`src/rtl/dr_hold_pkg.sv`:
```
package dr_hold_pkg;
  localparam int RAIL_W = 2;
  typedef logic [RAIL_W-1:0] rail_t;

  localparam rail_t RAIL_SPACER = 2'b00;
  localparam rail_t RAIL_ZERO   = 2'b01;
  localparam rail_t RAIL_ONE    = 2'b10;
  localparam rail_t RAIL_BAD    = 2'b11;

  typedef enum logic [2:0] {
    ST_ARM   = 3'd0,  // waiting for a spacer after reset
    ST_EMPTY = 3'd1,  // ready to capture
    ST_HELD  = 3'd2,  // word stored, output still spacer
    ST_SENT  = 3'd3,  // word presented, acknowledge high
    ST_DRAIN = 3'd4   // output spacer, waiting for input spacer
  } stage_st_t;
endpackage

```
`src/rtl/dr_rail_classify.sv`:
```
module dr_rail_classify
  import dr_hold_pkg::*;
(
  input  rail_t code,
  output logic  is_spacer,
  output logic  is_valid,
  output logic  is_bad
);
  always_comb begin
    is_spacer = (code == RAIL_SPACER);
    is_valid  = (code == RAIL_ZERO) || (code == RAIL_ONE);
    is_bad    = (code == RAIL_BAD);
  end
endmodule

```
`src/rtl/dr_stage_ctrl.sv`:
```
module dr_stage_ctrl
  import dr_hold_pkg::*;
(
  input  logic clk,
  input  logic rst,
  input  logic in_spacer,
  input  logic in_valid,
  input  logic pull,
  output logic load,
  output logic drive_nxt,
  output logic done_nxt
);
  stage_st_t st_q, st_d;

  always_comb begin
    st_d = st_q;
    load = 1'b0;
    case (st_q)
      ST_ARM:   if (in_spacer) st_d = ST_EMPTY;
      ST_EMPTY: if (in_valid) begin
                  load = 1'b1;
                  st_d = ST_HELD;
                end
      ST_HELD:  if (pull) st_d = ST_SENT;
      ST_SENT:  if (!pull) st_d = ST_DRAIN;
      ST_DRAIN: if (in_spacer) st_d = ST_EMPTY;
      default:  st_d = ST_ARM;
    endcase
    drive_nxt = (st_d == ST_SENT);
    done_nxt  = (st_d == ST_SENT) || (st_d == ST_DRAIN);
  end

  always_ff @(posedge clk) begin
    if (rst) st_q <= ST_ARM;
    else     st_q <= st_d;
  end
endmodule

```
`src/rtl/dr_stage_data.sv`:
```
module dr_stage_data
  import dr_hold_pkg::*;
(
  input  logic  clk,
  input  logic  rst,
  input  rail_t code_in,
  input  logic  in_bad,
  input  logic  load,
  input  logic  drive_nxt,
  input  logic  done_nxt,
  output rail_t code_out,
  output logic  done,
  output logic  fault
);
  rail_t hold_q;

  always_ff @(posedge clk) begin
    if (rst)       hold_q <= RAIL_SPACER;
    else if (load) hold_q <= code_in;
  end

  always_ff @(posedge clk) begin
    if (rst) begin
      code_out <= RAIL_SPACER;
      done     <= 1'b0;
      fault    <= 1'b0;
    end else begin
      code_out <= drive_nxt ? hold_q : RAIL_SPACER;
      done     <= done_nxt;
      fault    <= in_bad;
    end
  end
endmodule

```
`src/rtl/dr_hold_stage.sv`:
```
module dr_hold_stage
  import dr_hold_pkg::*;
(
  input  logic clk,
  input  logic rst,
  input  logic in_hi,
  input  logic in_lo,
  input  logic dn_pull,
  output logic out_hi,
  output logic out_lo,
  output logic up_done,
  output logic code_fault
);
  rail_t in_code, out_code;
  logic  in_spacer, in_valid, in_bad;
  logic  load, drive_nxt, done_nxt;

  assign in_code = {in_hi, in_lo};

  dr_rail_classify u_cls (
    .code      (in_code),
    .is_spacer (in_spacer),
    .is_valid  (in_valid),
    .is_bad    (in_bad)
  );

  dr_stage_ctrl u_ctrl (
    .clk       (clk),
    .rst       (rst),
    .in_spacer (in_spacer),
    .in_valid  (in_valid),
    .pull      (dn_pull),
    .load      (load),
    .drive_nxt (drive_nxt),
    .done_nxt  (done_nxt)
  );

  dr_stage_data u_data (
    .clk       (clk),
    .rst       (rst),
    .code_in   (in_code),
    .in_bad    (in_bad),
    .load      (load),
    .drive_nxt (drive_nxt),
    .done_nxt  (done_nxt),
    .code_out  (out_code),
    .done      (up_done),
    .fault     (code_fault)
  );

  assign out_hi = out_code[1];
  assign out_lo = out_code[0];
endmodule

```
`config.mk`:
```
export PLATFORM = sky130hd
export DESIGN_NAME = dr_hold_stage
export DESIGN_NICKNAME = d
export VERILOG_FILES = /design/src/rtl/dr_hold_pkg.sv /design/src/rtl/dr_rail_classify.sv /design/src/rtl/dr_stage_ctrl.sv /design/src/rtl/dr_stage_data.sv /design/src/rtl/dr_hold_stage.sv
export SDC_FILE = /design/constraint.sdc
export NUM_CORES = 1
export LEC_CHECK = 0
export BUFFER_PORTS_ARGS = -buffer_cell sky130_fd_sc_hd__buf_2
export CAP_MARGIN = 40
export CELL_PAD_IN_SITES_DETAIL_PLACEMENT = 1
export CELL_PAD_IN_SITES_GLOBAL_PLACEMENT = 2
export CORE_MARGIN = 1
export CORE_UTILIZATION = 28
export CTS_CLUSTER_DIAMETER = 30
export DETAILED_ROUTE_END_ITERATION = 12
export PLACE_DENSITY_LB_ADDON = 0.1
export SETUP_SLACK_MARGIN = 0.05
export SYNTH_ARGS = -nofsm -noshare
export SYNTH_HDL_FRONTEND = slang
export SYNTH_SLANG_ARGS = --single-unit
```
`constraint.sdc`:
```
create_clock -name clk -period 1.6 [get_ports clk]
set_input_delay 0.32 -clock clk [delete_from_list [all_inputs] [get_ports clk]]
set_output_delay 0.32 -clock clk [all_outputs]
set_load 0.005 [all_outputs]
```
==> out/qor.yml, run 1 <==
status: "completed"
num_vias: 309
p_per_area_nw_per_um2: 990
routed_wl_um: 745
ys_warn_count: 0
reg2regPathDepth: 3
critPathKind: "flip-flop to flip-flop"
synth_cell_types: 20
fin_cells: 63
cap_violations: 0
hp-class: "primary input to flip-flop"
grt_max_degree: 10
cts_resized: 0
drtPass1Iterations: 3
path_max_fanout: 5
die_w_um: 38.4
worst-slew-pin-transition_ns: 0.232
grt-ovfl-total: 0
clock_sinks: 9
drc: 0
min_path_cells: 2
rsz0062_at_grt: "no"
syn_area_per_cell_um2: 9.78
gp_congestion: 0.709
drtAntennaViolNets: 0
numPortBuffers: 8
setup_ws_ns: 0.412
hold_buffers: 0
nNetsFinal: 57
syn_inst: 38
syn_area_um2: 372
final.period_utilization_pct: 74.2
finalMaxSlewViolations: 0
cts_buffers: 3
drtIter0Drc: 2
clkSlewWorstSetupHoldPaths_ns: 0.06
ys_seq_area_share_pct: 48.5
skew_ns: 0.00624
routed_via_density: 4.90
antenna_found_initial: 0
dpl.hpwl_um: 593
fillCellCount: 141
core-area_um2: 1170
cp.arrival_ns: 1.38
initial_utilization_pct: 31.7
fp.dieArea_um2: 1480
cp-end-kind: "flip-flop"
fmax_mhz: 842
clockRootBuffer: "clkbuf_4"
dpl_worst_slack_ns: 0.170
clock_latency_ns: 0.26
grt_pass1_wl_um: 1280
ir_drop_mv: 0.315
die_h_um: 38.4
period_minus_slack_ns: 1.19
grt_usage_pct: 14.0
cts_tree: "built"
num_rows: 12
cp.required_ns: 1.79
post-route-util_pct: 38.6
p_leak_nw: 0.193
pin_count: 9
synth_fp_nets: 45
slew_headroom_pct: 84.4
cts_buffer_depth: 2
cts_max_level: 1
setup_viol: 0
ys_ff_latch: 9
drive_gt1_share_pct: 28.6
area_growth_pct: 21.5
hold_viol: 0
antenna_cells: 0
post_cts_buffers: 0
grt_pass1_vias: 304
dp_cells: 59
fin_setup_tns_ns: 0
critical_path.startpoint_type: "flip-flop"
wl_per_cell_um: 11.8
## synthesized netlist by cell type
cell	instances	area, um^2
a211oi_1	1	7.51
a21oi_1	1	5.00
a31oi_1	2	12.5
and2_1	2	12.5
and4bb_2	2	25.0
clkbuf_1	1	3.75
dfxtp_1	9	180
ha_1	2	25.0
inv_1	3	11.3
inv_2	1	3.75
mux2i_1	2	20.0
nand2_1	1	3.75
nand3b_1	1	7.51
nor2_1	4	15.0
nor2b_1	1	6.26
nor3_1	1	5.00
nor3b_1	1	7.51
o21ai_0	1	5.00
o21bai_1	1	7.51
or4_1	1	7.51
## state kept, by name, indices dropped and copies added (netlist names)
register / count
u_ctrl.st_q: 3
u_data.code_out: 2
u_data.done: 1
u_data.fault: 1
u_data.hold_q: 2
## metal layers
layer	wire length, um	GRT usage [%]	vias up
met4	0	10.3	0
li1	-	-	155
met2	388	22.9	7
met5	0	0	-
met1	319	13.5	147
met3	37	6.98	0
## cell type report
cell class	instances	area, um^2	area share, %
Sequential cell	9	180	39.9
Multi-Input combinational cell	24	173	38.2
Timing Repair Buffer	8	40.0	8.86
Clock buffer	4	26.3	5.82
Tap cell	14	17.5	3.88
Inverter	4	15.0	3.32
## final timing paths
| path | slack (ns) | endpoint | start |
|---|---|---|---|
| setup / recovery | 0.41 | u_ctrl.st_q[0]$_SDFF_PP0_ | u_ctrl.st_q[0]$_SDFF_PP0_ |
| hold / removal | 0.33 | u_ctrl.st_q[0]$_SDFF_PP0_ | rst |
| setup reg to reg | 0.41 | u_ctrl.st_q[0]$_SDFF_PP0_ | u_ctrl.st_q[0]$_SDFF_PP0_ |
| hold reg to reg | 0.47 | u_data.code_out[1]$_SDFF_PP0_ | u_data.hold_q[1]$_SDFFE_PP0P_ |
## stage by stage
stage	power [mW]	hold WS, ns	instance area, um^2
after global routing	0.480	0.332	452
after detailed placement	0.281	0.472	425
after global placement	0.279	0.463	425
after CTS	0.459	0.332	452
final	0.447	0.335	452
after floorplan	0.266	0.429	372
## report_power, final
part           leakage, nW  internal (mW)  switching, mW
clock network       0.0150         0.0959         0.0758
logic                0.105         0.0182         0.0186
registers           0.0730          0.231        0.00737
total                0.193          0.345          0.102
## placed cells by master, fill, tap and decap left out
cell type and instances:
buf_2 8, and4bb_2 2, a21oi_1 1, mux2i_1 2, nand2_1 1, nor3_1 1, inv_1 3, dfxtp_1 9
inv_2 1, nand3b_1 1, ha_1 2, and2_1 2, clkbuf_4 3, clkbuf_1 1, a31oi_1 2, o21ai_0 1
nor2b_1 1, o21bai_1 1, nor3b_1 1, a211oi_1 1, nor2_1 4, or4_1 1
## cells by family (layout without fill, tap and decap cells)
logic type | after synthesis | in the layout | synth area share [%]
and+or+nand+nor | 14 | 14 | 24.2
DFF | 9 | 9 | 48.5
AOI/OAI and AO/OA | 6 | 6 | 10.1
buffers and inverters | 5 | 16 | 5.05
adders and majority gates | 2 | 2 | 6.73
muxes | 2 | 2 | 5.39
## critical path, stage by stage, from the launching register on
cell	delay (ns)
dfxtp_1	0.41
inv_2	0.06
or4_1	0.49
a21oi_1	0.15
(Power assumes the default switching activity.)
==> inputs of run 2 (changes only) <==
Clock period 1.6 ns to 1.2 ns, I/O delays scaled along.
==> out/qor.yml, run 2 (synthesis gave the netlist of run 1 again) <==
drc: 0  # unchanged
grt_pass1_vias: 278  # -8.6%
cp-end-kind: "flip-flop"
area_growth_pct: 27.3
cpMaxStageDelayCell: "or4_1"
cts_buffers: 3  # unchanged
routed_wl_um: 748  # +0.40%
num_vias: 312  # +0.97%
crit_family: "simple AND/OR/NAND/NOR gates"
grt-ovfl-total: 0  # unchanged
critPathKind: "flip-flop to flip-flop"
drtIter0Drc: 0  # -2
period_minus_slack_ns: 1.10  # -0.0879 ns
path_cells: "inv_2 > or4_1 > a21oi_1"
setup_ws_ns: 0.100  # -0.312 ns
p_per_area_nw_per_um2: 1280  # +29%
die_h_um: 38.4  # unchanged
grt_max_degree: 10  # unchanged
fin_cells: 65  # +3.2%
clockRootBuffer: "clkbuf_4"
clkSlewWorstSetupHoldPaths_ns: 0.06  # about the same
skew_ns: 0.00614  # -0.0000946 ns
routed_via_density: 4.80  # -2.1%
slew_headroom_pct: 83.3  # -1.1 points
reg_top3: "u_ctrl.st_q x3, u_data.code_out x2, u_data.hold_q x2"
ir_drop_mv: 0.354  # +12%
initial_utilization_pct: 31.7  # unchanged
finalMaxSlewViolations: 0  # unchanged
core-area_um2: 1170  # unchanged
hp-class: "primary input to flip-flop"
clock_sinks: 9  # unchanged
fp.dieArea_um2: 1480  # unchanged
final_cell_mix: "buf_2, dfxtp_1, nor2_1"
num_rows: 12  # unchanged
grt_pass1_wl_um: 1150  # -11%
numPortBuffers: 8  # unchanged
cts_max_level: 1  # unchanged
p_leak_nw: 0.204  # +5.8%
die_w_um: 38.4  # unchanged
wl_per_cell_um: 11.5  # -2.7%
dp_cells: 61  # +3.4%
drtPass1Iterations: 1  # -2
dpl.hpwl_um: 568  # -4.2%
max_stage_delay_ns: 0.50  # about the same
regMostFlops: "u_ctrl.st_q"
antenna_cells: 0  # unchanged
post_cts_buffers: 0  # unchanged
grt_usage_pct: 12.2  # -1.8 points
pin_count: 9  # unchanged
crit_buf_inv: 1  # unchanged
antenna_found_initial: 0  # unchanged
cap_violations: 0  # unchanged
cp.required_ns: 1.39  # -0.40 ns
path_max_fanout: 5  # unchanged
drive_gt1_share_pct: 37.3  # +8.7 points
critical_path.startpoint_type: "flip-flop"
hold_viol: 0  # unchanged
worst-slew-pin-transition_ns: 0.248  # +0.0160 ns
status: "completed"
gp_congestion: 0.692  # -2.4%
nNetsFinal: 59  # +3.5%
drtAntennaViolNets: 0  # unchanged
clock_latency_ns: 0.26  # about the same
final.period_utilization_pct: 91.6  # +17 points
setup_viol: 0  # unchanged
rsz0062_at_grt: "yes"
cts_buffer_depth: 2  # unchanged
dpl_worst_slack_ns: -0.0940  # -0.264 ns
fmax_mhz: 909  # +8.0%
largest_reg_flops: 3  # unchanged
cts_tree: "built"
cp.arrival_ns: 1.29  # -0.09 ns
layout_commonest_cell: "buf_2"
-- run 2: changes by cell type in the layout (fill, tap and decap cells not counted), sizes merged --
cell | before | now
buf | 8 | 10
-- run 2: final timing paths --
kind	startpoint	end	slack [ns]	depth (start not counted)
max reg2reg	u_ctrl.st_q[0]$_SDFF_PP0_	u_ctrl.st_q[0]$_SDFF_PP0_	0.10	3
max	u_ctrl.st_q[0]$_SDFF_PP0_	u_ctrl.st_q[0]$_SDFF_PP0_	0.10	3
min reg2reg	u_data.hold_q[1]$_SDFFE_PP0P_	u_data.code_out[1]$_SDFF_PP0_	0.47	1
min	rst	u_ctrl.st_q[0]$_SDFF_PP0_	0.24	2
-- run 2: final cells by class --
class                      instances  area, um^2
fill                             154         698
clock buffer                       4        26.3
tap                               14        17.5
timing repair buffer              10        55.1
sequential                         9         186
multi-input combinational         24         173
inverter                           4        15.0
-- run 2: what timing repair did --
| action | CTS | global route |
|---|---|---|
| hold buffers | 0 | 0 |
| setup endpoints to repair | 1 | 4 |
| gates resized for setup | 1 | 3 |
| pin swaps | 0 | 2 |
-- run 2: worst reg2reg max path, cell delays in order (launching register included) --
cell and delay [ns]:
dfxtp_4 0.37, inv_2 0.04, or4_1 0.50, a21oi_1 0.13
-- run 2: metrics by stage --
stage	hold WS, ns	utilization (%)	area, um^2	power [mW]	TNS, ns
after floorplan	0.387	-	372	0.355	0
after global placement	0.451	37.6	440	0.376	-0.252
after detailed placement	0.468	37.6	440	0.379	-0.273
after CTS	0.242	40.0	468	0.614	0
after global routing	0.245	40.4	473	0.643	0
final	0.239	40.4	473	0.604	0
-- run 2: report_power, final --
group / total [mW] / switching, mW / internal (mW)
combinational: 0.0540 / 0.0255 / 0.0285
clock: 0.231 / 0.103 / 0.128
sequential: 0.318 / 0.00972 / 0.309
total: 0.604 / 0.139 / 0.465
-- run 2: layer usage --
layer,global-route usage [%],up-vias,share of wire (%)
li1,-,158,-
met1,14.8,143,47
met2,16.9,9,46
met3,5.81,2,6.0
met4,7.76,0,1.3
met5,0,-,0
==> inputs of run 3 (changes only) <==
Settings changed: BUFFER_PORTS_ARGS -buffer_cell sky130_fd_sc_hd__buf_2 to not set, CORE_AREA set to 2 2 39 41, CORE_MARGIN 1 to not set, CORE_UTILIZATION 28 to not set, DIE_AREA set to 0 0 41 43, DONT_BUFFER_PORTS set to 1.
==> out/qor.yml, run 3 (synthesis gave the netlist of run 1 again) <==
p_total_mw: 0.591  # -2.2%
cts_max_level: 1  # unchanged
finalMaxSlewViolations: 0  # unchanged
grt_max_degree: 10  # unchanged
critical_path.startpoint_type: "flip-flop"
drtAntennaViolNets: 0  # unchanged
fp.dieArea_um2: 1760  # +19%
holdPathEnd: "u_ctrl.st_q[0]$_SDFF_PP0_"
drc: 0  # unchanged
hold_viol: 0  # unchanged
skew_ns: 0.00225  # -0.00389 ns
cts_buffers: 3  # unchanged
die_w_um: 41  # +6.7%
hp-class: "primary input to flip-flop"
ir_drop_mv: 0.423  # +19%
grt_usage_pct: 10.5  # -1.7 points
critPathKind: "flip-flop to flip-flop"
fmax_mhz: 911  # +0.23%
regToRegEndpoint: "u_ctrl.st_q[0]$_SDFF_PP0_"
drive_gt1_share_pct: 22.0  # -15 points
dp_cells: 53  # -13%
die_h_um: 43  # +12%
clock_sinks: 9  # unchanged
area_growth_pct: 13.1
regMostFlops: "u_ctrl.st_q"
routed_wl_um: 733  # -2.0%
initial_utilization_pct: 26.9  # -4.9 points
cp-end-kind: "flip-flop"
cp.required_ns: 1.39  # about the same
slew_headroom_pct: 83.2  # -0.10 points
routed_via_density: 4.75  # -0.95%
drtIter0Drc: 0  # unchanged
hold_start: "rst"
fin_setup_tns_ns: 0  # unchanged
grt-ovfl-total: 0  # unchanged
core-area_um2: 1380  # +18%
setup_ws_ns: 0.103  # +0.00251 ns
hold_buffers: 0  # unchanged
wl_per_cell_um: 12.9  # +12%
gp_congestion: 0.640  # -7.4%
path_max_fanout: 5  # unchanged
clkSlewWorstSetupHoldPaths_ns: 0.06  # about the same
min_path_cells: 1  # -1
nNetsFinal: 49  # -17%
setup_viol: 0  # unchanged
cp.arrival_ns: 1.29  # about the same
p_leak_nw: 0.157  # -23%
dpl_worst_slack_ns: -0.0199  # +0.0741 ns
numPortBuffers: 0  # -8
clock_latency_ns: 0.26  # about the same
reg2regPathDepth: 3  # unchanged
period_minus_slack_ns: 1.10  # -0.00251 ns
grt_pass1_vias: 312  # +12%
num_rows: 14  # +2
p_per_area_nw_per_um2: 1410  # +10%
final_cell_mix: "dfxtp_1, nor2_1, inv_1, clkbuf_4"
cap_violations: 0  # unchanged
layout_commonest_cell: "dfxtp_1"
reg_top3: "u_ctrl.st_q x3, u_data.code_out x2, u_data.hold_q x2"
antenna_cells: 0  # unchanged
rsz0062_at_grt: "no"
worst-slew-pin-transition_ns: 0.250  # +0.00155 ns
largest_reg_flops: 3  # unchanged
num_vias: 271  # -13%
final.period_utilization_pct: 91.4  # -0.21 points
cts_tree: "built"
grt_pass1_wl_um: 1180  # +3.0%
drtPass1Iterations: 1  # unchanged
post_cts_buffers: 0  # unchanged
fin_cells: 57  # -12%
pin_count: 9  # unchanged
max_stage_delay_ns: 0.50  # about the same
r2r_slack_ns: 0.10  # about the same
clockRootBuffer: "clkbuf_4"
fillCellCount: 172  # +12%
antenna_found_initial: 0  # unchanged
reg2reg_from: "u_ctrl.st_q[0]$_SDFF_PP0_"
path_cells: "inv_2 > or4_1 > a21oi_1"
cts_buffer_depth: 2  # unchanged
cpMaxStageDelayCell: "or4_1"
status: "completed"
## run 3: cell count changes in the layout (fill, tap and decap cells not counted), sizes merged
cell  previous run  this run
buf             10         0
## run 3: critical path, delay by kind of cell (launching register included)
| family | cells | cell delay [ns] |
|---|---|---|
| buf+inv | 1 | 0.04 |
| simple gates | 1 | 0.50 |
| flops | 1 | 0.37 |
| compound gates | 1 | 0.12 |
## run 3: routing by layer
metal | global-route usage, % | share of wire (%)
met3 | 5.76 | 7.2
met5 | 0 | 0
met1 | 10.7 | 37
met2 | 15.0 | 56
met4 | 8.00 | 0
## run 3: power breakdown
group          internal (mW)  switching [mW]
Sequential             0.309          0.0102
Combinational         0.0187          0.0159
Clock                  0.128           0.109
Total                  0.456           0.135
## run 3: what timing repair did
item,4_1_cts,5_1_grt
endpoints found under the setup margin,1,4
endpoints found under the hold margin,0,0
pin swaps,0,2
resized for setup,1,3
## run 3: how the worst max path moves through the flow
stage,from,end,slack [ns],cells after the start
2_1_floorplan,in_hi,u_ctrl.st_q[0]$_SDFF_PP0_,0.06,4
3_3_place_gp,in_hi,u_ctrl.st_q[0]$_SDFF_PP0_,0.001,4
3_5_place_dp,in_hi,u_data.hold_q[0]$_SDFFE_PP0P_,-0.02,5
4_1_cts,u_ctrl.st_q[0]$_SDFF_PP0_,u_ctrl.st_q[0]$_SDFF_PP0_,0.08,3
5_1_grt,u_ctrl.st_q[0]$_SDFF_PP0_,u_ctrl.st_q[0]$_SDFF_PP0_,0.06,3
6_report,u_ctrl.st_q[0]$_SDFF_PP0_,u_ctrl.st_q[0]$_SDFF_PP0_,0.10,3
## run 3: metrics by stage
step / instance area, um^2 / hold WS [ns] / utilization, %
final: 420 / 0.0294 / 30.4
after global routing: 420 / 0.0117 / 30.4
after CTS: 415 / 0.0243 / 30.0
after detailed placement: 388 / 0.315 / 28.0
after global placement: 388 / 0.313 / 28.0
after floorplan: 372 / 0.387 / -
## run 3: cell type report
type | instances | area [um^2] | share of cell area [%]
sequential | 9 | 186 | 44.3
multi-input combinational | 24 | 173 | 41.1
clock buffer | 4 | 26.3 | 6.25
tap | 16 | 20.0 | 4.76
inverter | 4 | 15.0 | 3.57
